===== src/rtl/pwd_pkg.sv =====
`timescale 1ns/1ps
package pwd_pkg;
    typedef enum logic [1:0] {
        ST_IDLE = 2'd0,
        ST_HDR  = 2'd1,
        ST_DATA = 2'd2
    } pwd_state_e;

    localparam logic [2:0] FMT_HDR3_DATA = 3'b010;
    localparam logic [2:0] FMT_HDR4_DATA = 3'b011;
    localparam logic [4:0] TYPE_MEM      = 5'b00000;
endpackage


===== src/rtl/pwd_regs.sv =====
`timescale 1ns/1ps
module pwd_regs #(
    parameter int LEN_W = 16
) (
    input  logic             clk,
    input  logic             rst_n,
    input  logic             we,
    input  logic [1:0]       sel,
    input  logic [31:0]      wdata,
    output logic [63:0]      base,
    output logic [LEN_W-1:0] len,
    output logic             go
);
    typedef struct packed {
        logic [31:0]      lo;
        logic [31:0]      hi;
        logic [LEN_W-1:0] len;
    } regs_t;

    regs_t r_d, r_q;

    always_comb begin
        r_d = r_q;
        if (we) begin
            case (sel)
                2'd0:    r_d.lo  = wdata;
                2'd1:    r_d.hi  = wdata;
                2'd2:    r_d.len = wdata[LEN_W-1:0];
                default: r_d     = r_q;
            endcase
        end
    end

    always_ff @(posedge clk) begin
        if (!rst_n) r_q <= '0;
        else        r_q <= r_d;
    end

    assign base = {r_q.hi, r_q.lo};
    assign len  = r_q.len;
    assign go   = we && (sel == 2'd3) && wdata[0];
endmodule


===== src/rtl/pwd_split.sv =====
`timescale 1ns/1ps
module pwd_split #(
    parameter int MPS_DW = 32,
    parameter int DW_W   = 14,
    parameter int PL_W   = 6
) (
    input  logic [9:0]      addr_dw,
    input  logic [DW_W-1:0] rem,
    output logic [PL_W-1:0] plen
);
    logic [31:0] room, m;

    always_comb begin
        room = 32'd1024 - 32'(addr_dw);
        m    = 32'(rem);
        if (room < m)           m = room;
        if (32'(MPS_DW) < m)    m = 32'(MPS_DW);
        plen = PL_W'(m);
    end
endmodule


===== src/rtl/pwd_hdr.sv =====
`timescale 1ns/1ps
module pwd_hdr #(
    parameter int         PL_W = 6,
    parameter logic [7:0] TAG  = 8'h00
) (
    input  logic            wide,
    input  logic [PL_W-1:0] plen,
    input  logic [15:0]     req_id,
    input  logic [63:0]     addr,
    input  logic [1:0]      idx,
    output logic [31:0]     word
);
    import pwd_pkg::*;

    logic [9:0] len_fld;
    logic [3:0] last_be;

    always_comb begin
        len_fld = 10'(plen);
        last_be = (plen == PL_W'(1)) ? 4'h0 : 4'hF;
        case (idx)
            2'd0:    word = {(wide ? FMT_HDR4_DATA : FMT_HDR3_DATA), TYPE_MEM, 14'd0, len_fld};
            2'd1:    word = {req_id, TAG, last_be, 4'hF};
            2'd2:    word = wide ? addr[63:32] : addr[31:0];
            default: word = addr[31:0];
        endcase
    end
endmodule


===== src/rtl/pwd_mwr_dma.sv =====
`timescale 1ns/1ps
module pwd_mwr_dma #(
    parameter int         MPS_BYTES = 128,
    parameter int         LEN_W     = 16,
    parameter int         PAT_DW    = 32,
    parameter logic [7:0] TAG       = 8'h00
) (
    input  logic        clk,
    input  logic        rst_n,
    input  logic        cfg_we,
    input  logic [1:0]  cfg_sel,
    input  logic [31:0] cfg_wdata,
    input  logic [15:0] req_id,
    output logic [31:0] tx_data,
    output logic        tx_valid,
    output logic        tx_sop,
    output logic        tx_eop,
    input  logic        tx_ready,
    output logic        busy,
    output logic        done
);
    import pwd_pkg::*;

    localparam int MPS_DW = MPS_BYTES / 4;
    localparam int DW_W   = LEN_W - 2;
    localparam int PL_W   = $clog2(MPS_DW + 1);

    typedef struct packed {
        pwd_state_e      st;
        logic [63:0]     addr;
        logic [DW_W-1:0] rem;
        logic [PL_W-1:0] bi;
        logic            busy;
        logic            done;
    } eng_t;

    eng_t n_d, e_q;

    logic [63:0]      base;
    logic [LEN_W-1:0] len_cfg;
    logic             go, len_ok, wide, fire, last_hdr, last_dat;
    logic [PL_W-1:0]  plen;
    logic [31:0]      hdr_word, pat_word;

    pwd_regs #(.LEN_W(LEN_W)) i_regs (
        .clk(clk), .rst_n(rst_n), .we(cfg_we), .sel(cfg_sel), .wdata(cfg_wdata),
        .base(base), .len(len_cfg), .go(go)
    );

    pwd_split #(.MPS_DW(MPS_DW), .DW_W(DW_W), .PL_W(PL_W)) i_split (
        .addr_dw(e_q.addr[11:2]), .rem(e_q.rem), .plen(plen)
    );

    pwd_hdr #(.PL_W(PL_W), .TAG(TAG)) i_hdr (
        .wide(wide), .plen(plen), .req_id(req_id), .addr(e_q.addr),
        .idx(e_q.bi[1:0]), .word(hdr_word)
    );

    always_comb begin
        len_ok   = (len_cfg != '0) && (len_cfg[1:0] == 2'b00);
        wide     = |e_q.addr[63:32];
        fire     = tx_valid && tx_ready;
        last_hdr = e_q.bi == (wide ? PL_W'(3) : PL_W'(2));
        last_dat = e_q.bi == plen - PL_W'(1);
        pat_word = 32'(e_q.bi) % 32'(PAT_DW);

        n_d      = e_q;
        n_d.done = 1'b0;
        case (e_q.st)
            ST_IDLE: begin
                if (go && len_ok) begin
                    n_d.st   = ST_HDR;
                    n_d.addr = base;
                    n_d.rem  = len_cfg[LEN_W-1:2];
                    n_d.bi   = '0;
                    n_d.busy = 1'b1;
                end
            end
            ST_HDR: begin
                if (fire) begin
                    if (last_hdr) begin
                        n_d.st = ST_DATA;
                        n_d.bi = '0;
                    end else begin
                        n_d.bi = e_q.bi + PL_W'(1);
                    end
                end
            end
            ST_DATA: begin
                if (fire && last_dat) begin
                    n_d.addr = e_q.addr + {{(62-PL_W){1'b0}}, plen, 2'b00};
                    n_d.rem  = e_q.rem - DW_W'(plen);
                    n_d.bi   = '0;
                    if (e_q.rem == DW_W'(plen)) begin
                        n_d.st   = ST_IDLE;
                        n_d.busy = 1'b0;
                        n_d.done = 1'b1;
                    end else begin
                        n_d.st = ST_HDR;
                    end
                end else if (fire) begin
                    n_d.bi = e_q.bi + PL_W'(1);
                end
            end
            default: n_d.st = ST_IDLE;
        endcase
    end

    always_ff @(posedge clk) begin
        if (!rst_n) begin
            e_q      <= '0;
            e_q.st   <= ST_IDLE;
        end else begin
            e_q      <= n_d;
        end
    end

    assign tx_valid = e_q.st != ST_IDLE;
    assign tx_sop   = (e_q.st == ST_HDR) && (e_q.bi == '0);
    assign tx_eop   = (e_q.st == ST_DATA) && last_dat;
    assign tx_data  = (e_q.st == ST_HDR) ? hdr_word : pat_word;
    assign busy     = e_q.busy;
    assign done     = e_q.done;

    assert_hold_stalled_R8: assert property (@(posedge clk) disable iff (!rst_n)
        tx_valid && !tx_ready |=> tx_valid && $stable(tx_data) && $stable(tx_sop) && $stable(tx_eop));

    assert_no_gap_R10: assert property (@(posedge clk) disable iff (!rst_n)
        tx_valid && tx_ready && tx_eop |=> (tx_valid && tx_sop) || done);

    assert_done_single_R9: assert property (@(posedge clk) disable iff (!rst_n)
        done |=> !done);

    assert_done_idle_R9: assert property (@(posedge clk) disable iff (!rst_n)
        done |-> !busy && !tx_valid);

    assert_valid_busy_R9: assert property (@(posedge clk) disable iff (!rst_n)
        tx_valid |-> busy);

    assert_split_bounds_R3: assert property (@(posedge clk) disable iff (!rst_n)
        tx_valid |-> (plen != '0) && (32'(plen) <= 32'(MPS_DW))
                     && (32'(e_q.addr[11:0]) + (32'(plen) << 2) <= 32'd4096));

    assert_start_ignored_R2: assert property (@(posedge clk) disable iff (!rst_n)
        busy && go && !(tx_valid && tx_ready && tx_eop) |=> busy);
endmodule


===== config.mk =====
export PLATFORM = sky130hd
export DESIGN_NAME = pwd_mwr_dma
export DESIGN_NICKNAME = d
export VERILOG_FILES = /design/src/rtl/pwd_pkg.sv /design/src/rtl/pwd_regs.sv /design/src/rtl/pwd_split.sv /design/src/rtl/pwd_hdr.sv /design/src/rtl/pwd_mwr_dma.sv
export SDC_FILE = /design/constraint.sdc
export NUM_CORES = 1
export LEC_CHECK = 0
export BUFFER_PORTS_ARGS = -buffer_cell sky130_fd_sc_hd__buf_2
export CORE_ASPECT_RATIO = 0.9
export CORE_MARGIN = 2
export CORE_UTILIZATION = 54
export CTS_CLUSTER_SIZE = 24
export DETAILED_ROUTE_END_ITERATION = 12
export MAX_ROUTING_LAYER = met4
export PLACE_DENSITY = 0.73
export SYNTH_ARGS = -nofsm -noshare
export SYNTH_HDL_FRONTEND = slang
export SYNTH_SLANG_ARGS = --single-unit
export TNS_END_PERCENT = 30

===== constraint.sdc =====
create_clock -name clk -period 7.9 [get_ports clk]
set_input_delay 1.58 -clock clk [delete_from_list [all_inputs] [get_ports clk]]
set_output_delay 1.58 -clock clk [all_outputs]
set_load 0.05 [all_outputs]

==> results of run 1 <==
[critical path: cells and delay by family, from the launching register on]
family                     cells  cell delay, ns
and+or+nand+nor                6            1.56
AOI/OAI and AO/OA              7            1.48
buffers and inverters          5            0.74
adders and majority gates      3            0.74
muxes                          2            0.44
DFF                            1            0.43
[how the worst max path moves through the flow]
stage / to / slack [ns]
after floorplan: tx_eop / 0.39
after global placement: tx_eop / 0.84
after detailed placement: tx_eop / 0.70
after CTS: tx_eop / 0.22
after global routing: tx_eop / 0.05
final: tx_eop / 0.48
[sequential cells by signal, indices dropped and copies added (netlist names)]
name	flops
i_regs.len	16
e_q	86
done	1
busy	1
i_regs.base	64
[kinds of logic after synthesis]
| logic type | count (synthesis) | synth area share [%] |
|---|---|---|
| buf+inv | 166 | 6.14 |
| xor+xnor | 21 | 1.71 |
| mux | 20 | 2.05 |
| fa+ha+maj | 35 | 4.21 |
| simple gates | 599 | 25.8 |
| flops | 168 | 31.3 |
| compound gates | 459 | 28.8 |
[where the power goes]
group	switching (µW)	internal, µW
logic	1930	1170
clock network	389	507
registers	154	940
[stage by stage]
step | instances | total power, µW | util (%) | area [µm²] | setup WS, ns
floorplan | 1468 | 3300 | - | 10800 | 0.394
global placement | 1711 | 4040 | 58.2 | 11300 | 0.841
detailed placement | 1711 | 4080 | 58.2 | 11300 | 0.699
CTS | 1742 | 4980 | 61.3 | 11900 | 0.216
global route | 1742 | 5380 | 61.5 | 11900 | 0.0543
finish | 1742 | 5080 | 61.5 | 11900 | 0.476
[layout make-up]
type                       count  area share [%]
inverter                      44            1.40
clock buffer                  18            3.61
tap                          250            2.63
multi-input combinational   1134            57.1
timing repair buffer         115            5.39
sequential                   168            28.3
clock inverter                13            1.53
[routing by layer]
layer  wire [µm]  vias up  GRT usage, %  part of all wire [%]
met3        5060       44          10.1                    14
met5           0        -             -                     0
met2       14800      680          47.0                    40
met4         468        0          7.05                   1.3
li1            -     5366             -                     -
met1       16800     5405          53.2                    45
[cells in the final DEF (no fill, tap or decap), types with 30 or more instances in the layout]
cell type	count
o21ai_0	33
ha_1	32
nor2_1	87
nand3_1	39
dfxtp_1	167
nor3_1	54
inv_1	40
buf_2	89
a21o_1	30
a21oi_1	184
nand2_1	287
==> results_dict.tcl, run 1 <==
set metrics [dict create \
    status "finished clean" \
    r2r_slack_ns 1.56 \
    clockRootBuffer "clkbuf_16" \
    grt.overflow.total 0 \
    dp_hpwl_um 25600 \
    hold-path-endpoint "i_regs.base[25]" \
    critical_path_required_ns 6.32 \
    cp_data_arrival_time_ns 5.84 \
    synthArstFlopShare_pct 0 \
    ctsResizeCount 0 \
    drcViolationCount 0 \
    max_freq_mhz 135 \
    whs_ns 0.456 \
    crit_chain "inv_1 -> ha_1 -> nor2b_1 -> or2_2 -> inv_2 -> ha_1 -> a211oi_1 -> o21ai_1 -> a2111oi_2 -> a211oi_2 -> buf_4 -> mux2i_1 -> nor2_1 -> inv_1 -> ha_1 -> nor2_1 -> a21o_1 -> a211oi_2 -> mux2_2 -> a221oi_1 -> or4b_4 -> nor4_2 -> clkbuf_4" \
    place_congestion 0.968 \
    core-area_um2 19300 \
    grt_setup_unrepaired "false" \
    avgRoutedWirePerCell_um 21.3 \
    slowest_stage "or4b_4" \
    fin_crit_sh_pct 94.0 \
    clkLatencyLatePin_ns 0.43 \
    holdPathStages 2 \
    first_pass_iters 6 \
    cts_tree "yes" \
    syn_avg_cell_area_um2 7.33 \
    synth_edf_count 0 \
    setup_viol 0 \
    postCtsSetupBuffers 0 \
    worst_r2r_endpoint "e_q[72]" \
    grtUsageTotal_pct 35.5 \
    final.min_clock_period_ns 7.42 \
    synth_cells 1468 \
    clock_path_buffers 2 \
    ys_seq_area_share_pct 31.3 \
    p_per_area_nw_per_um2 428 \
    die_w_um 153 \
    clkTransAtPathRegs_ns 0.07 \
    vdd_ir_drop_max_mv 0.252 \
    htreeDepth 4 \
    finalSetupTns_ns 0 \
    ios 91 \
    drv_slew 0 \
    dieArea_um2 21100 \
    slew_headroom_pct 29.8 \
    cts_made_buffers 17 \
    synth_seq_cells 168 \
    grt_max_degree 83 \
    synth_top_cell_by_area "dfxtp_1" \
    synth_top_area_share_pct 31.3 \
    final_hold_viol_count 0 \
    drtIter0Drc 1722 \
    cts.sinks 168 \
    multiInputGateArea_um2 6790 \
    cpMostUsedCell "ha_1" \
    ys_warn_count 0 \
    end_kind "output port" \
    yosys-top-cells-area "dfxtp_1 31%, nand2_1 10%, a21oi_1 8.6%, ha_1 3.8%, clkbuf_1 3.6%" \
    initial_utilization_pct 55.6 \
    num-nets-final 1569 \
    die_h_um 138 \
    cap_violations 0 \
    ctsHoldBuffers 0 \
    startpoint "e_q[25]" \
    synth.distinct_cells 85 \
    port_buffers 90 \
    rr_worst_depth 25 \
    area_delta_synth_final_pct 10.5 \
    reg2reg_from "e_q[25]" \
    fill_cells 1830 \
    hp-class "register to register" \
    vias 11495 \
    grt_pass1_wl_um 57500 \
    drive_gt1_share_pct 14.0 \
    worst_clock_skew_ns 0.0114 \
    tightest_slew_ns 1.05 \
    rows 48 \
    crit_fanout 9 \
    synthTopCellsByCount "287 x nand2_1, 184 x a21oi_1, 168 x dfxtp_1" \
    diodes 0 \
    synthFlopType "dfxtp_1" \
    grt_pass1_vias 10003 \
    yosysMostFrequentCell "nand2_1" \
    drt-vias-per-instance 6.60 \
    synthesis.area_um2 10800 \
    leakage_uw 0.00460 \
    antenna_found_initial 0 \
    crit_type "register to output port" \
    syn_nets 1557 \
    wl_um 37100 \
    drt.antenna.violating_nets 0 \
    hp-start "i_regs.base[25]" \
    ff_latch_area_um2 3360 \
    crit_path_start_kind "register" \
    max_stage_delay_ns 0.59 \
]
Note: power is estimated with default switching activity, not from simulation.
==> run 2, diff against run 1 <==
MAX_ROUTING_LAYER = default   (was met4)
==> results_dict.tcl, run 2 (synthesis gave the netlist of run 1 again) <==
set metrics [dict create \
    dp.cells 1711 \
    crit_fanout 9 \
    die_h_um 138 \
    grt.overflow.total 0 \
    grt_max_degree 82 \
    htreeDepth 4 \
    drt.antenna.violating_nets 0 \
    die_w_um 153 \
    vias 11537 \
    final_cell_mix "287 x nand2_1, 184 x a21oi_1, 167 x dfxtp_1, 90 x buf_2, 86 x nor2_1" \
    p_total_uw 5040 \
    layout.cells.non_filler 1744 \
    drt-vias-per-instance 6.62 \
    clockRootBuffer "clkbuf_16" \
    leakage_uw 0.00460 \
    end_kind "output port" \
    whs_ns 0.461 \
    p_per_area_nw_per_um2 425 \
    max_freq_mhz 134 \
    clkTransAtPathRegs_ns 0.07 \
    antenna_found_initial 0 \
    avgRoutedWirePerCell_um 21.3 \
    drv_slew 0 \
    drtIter0Drc 1537 \
    ctsHoldBuffers 0 \
    finalSetupTns_ns 0 \
    dp_hpwl_um 25300 \
    first_pass_iters 9 \
    regMostFlops "e_q" \
    port_buffers 90 \
    grt_pass1_wl_um 57800 \
    wl_um 37100 \
    startpoint "e_q[25]" \
    reg2reg_from "e_q[25]" \
    clkLatencyLatePin_ns 0.44 \
    grt_pass1_vias 10170 \
    grt_setup_unrepaired "false" \
    design_area_um2 11900 \
    tightest_slew_ns 1.15 \
    use_met2_pct 47.2 \
    largest_reg_flops 86 \
    status "finished clean" \
    worst_clock_skew_ns 0.0170 \
    grt_util_met1_pct 52.2 \
    core-area_um2 19300 \
    area_delta_synth_final_pct 10.3 \
    final.min_clock_period_ns 7.46 \
    dpl_cell_area_um2 11300 \
    ios 91 \
    diodes 0 \
    critical_path_required_ns 6.32 \
    num-nets-final 1570 \
    holdPathStages 2 \
    initial_utilization_pct 55.6 \
    top_usage_layer "met1" \
    drcViolationCount 0 \
    use_met3_pct 11.9 \
    crit_type "register to output port" \
    cap_violations 0 \
    dieArea_um2 21100 \
    setup_viol 0 \
    crit_path_start_kind "register" \
    final_hold_viol_count 0 \
    slew_headroom_pct 23.4 \
    grtUsageTotal_pct 34.6 \
    rows 48 \
    clock_path_buffers 2 \
    place_congestion 0.911 \
    hp-start "i_regs.base[61]" \
    cts.sinks 168 \
    vdd_ir_drop_max_mv 0.259 \
    cts_made_buffers 17 \
    rr_worst_depth 26 \
    drive_gt1_share_pct 14.1 \
    cp_data_arrival_time_ns 5.88 \
    fin_crit_sh_pct 94.5 \
    cts_tree "yes" \
    hp-class "register to register" \
    layout.cells.most_common "nand2_1" \
]
==> run 2: cell count changes in the layout (fill, tap and decap cells not counted), sizes merged <==
cell	delta
clkinv	-2
bufinv	-2
inv	+4
buf	+2
==> run 2: final timing paths <==
check                         end  slack [ns]
setup / recovery           tx_eop        0.44
hold / removal    i_regs.base[61]        0.46
setup reg to reg          e_q[78]        1.62
hold reg to reg   i_regs.base[61]        0.46
==> run 2: repair_timing <==
item	4_1_cts	5_1_grt
setup endpoints to repair	0	1
resized for setup	0	4
setup buffers	0	1
==> run 2: routing by layer <==
metal / vias up / wire (µm)
met1: 5387 / 16500
met3: 61 / 5310
met4: 0 / 461
met5: - / 0
li1: 5368 / -
met2: 721 / 14800
==> run 2: power by group <==
| part | internal, µW | switching, µW | total [µW] |
|---|---|---|---|
| sequential | 940 | 139 | 1080 |
| clock | 460 | 402 | 862 |
| combinational | 1180 | 1930 | 3100 |
==> run 2: final cells by class <==
class / instances / area [µm²]
Fill cell: 1817 / 7470
Multi-Input combinational cell: 1134 / 6790
Sequential cell: 168 / 3360
Timing Repair Buffer: 116 / 646
Clock buffer: 19 / 443
Tap cell: 250 / 313
Inverter: 44 / 166
Clock inverter: 13 / 146
==> run 2: worst max-delay path, stage by stage (launching register included) <==
cell and delay, ns:
dfxtp_2 0.43, inv_1 0.09, ha_1 0.26, nor2b_1 0.18
or2_2 0.37, inv_2 0.10, ha_1 0.24, a211oi_1 0.23
o21ai_1 0.13, a2111oi_2 0.49, a211oi_4 0.21, mux2i_4 0.26
nor2_1 0.09, inv_1 0.12, ha_1 0.28, nor2_1 0.06
a21o_1 0.15, a211oi_1 0.32, mux2_2 0.21, a221oi_1 0.09
or4b_4 0.59, nor4_2 0.24, buf_2 0.29
==> run 2: through the flow <==
step | util (%) | setup slack, ns
after floorplan | - | 0.394
after global placement | 58.2 | 0.687
after detailed placement | 58.2 | 0.599
after CTS | 61.2 | 0.117
after global routing | 61.4 | 0.0170
final | 61.4 | 0.437
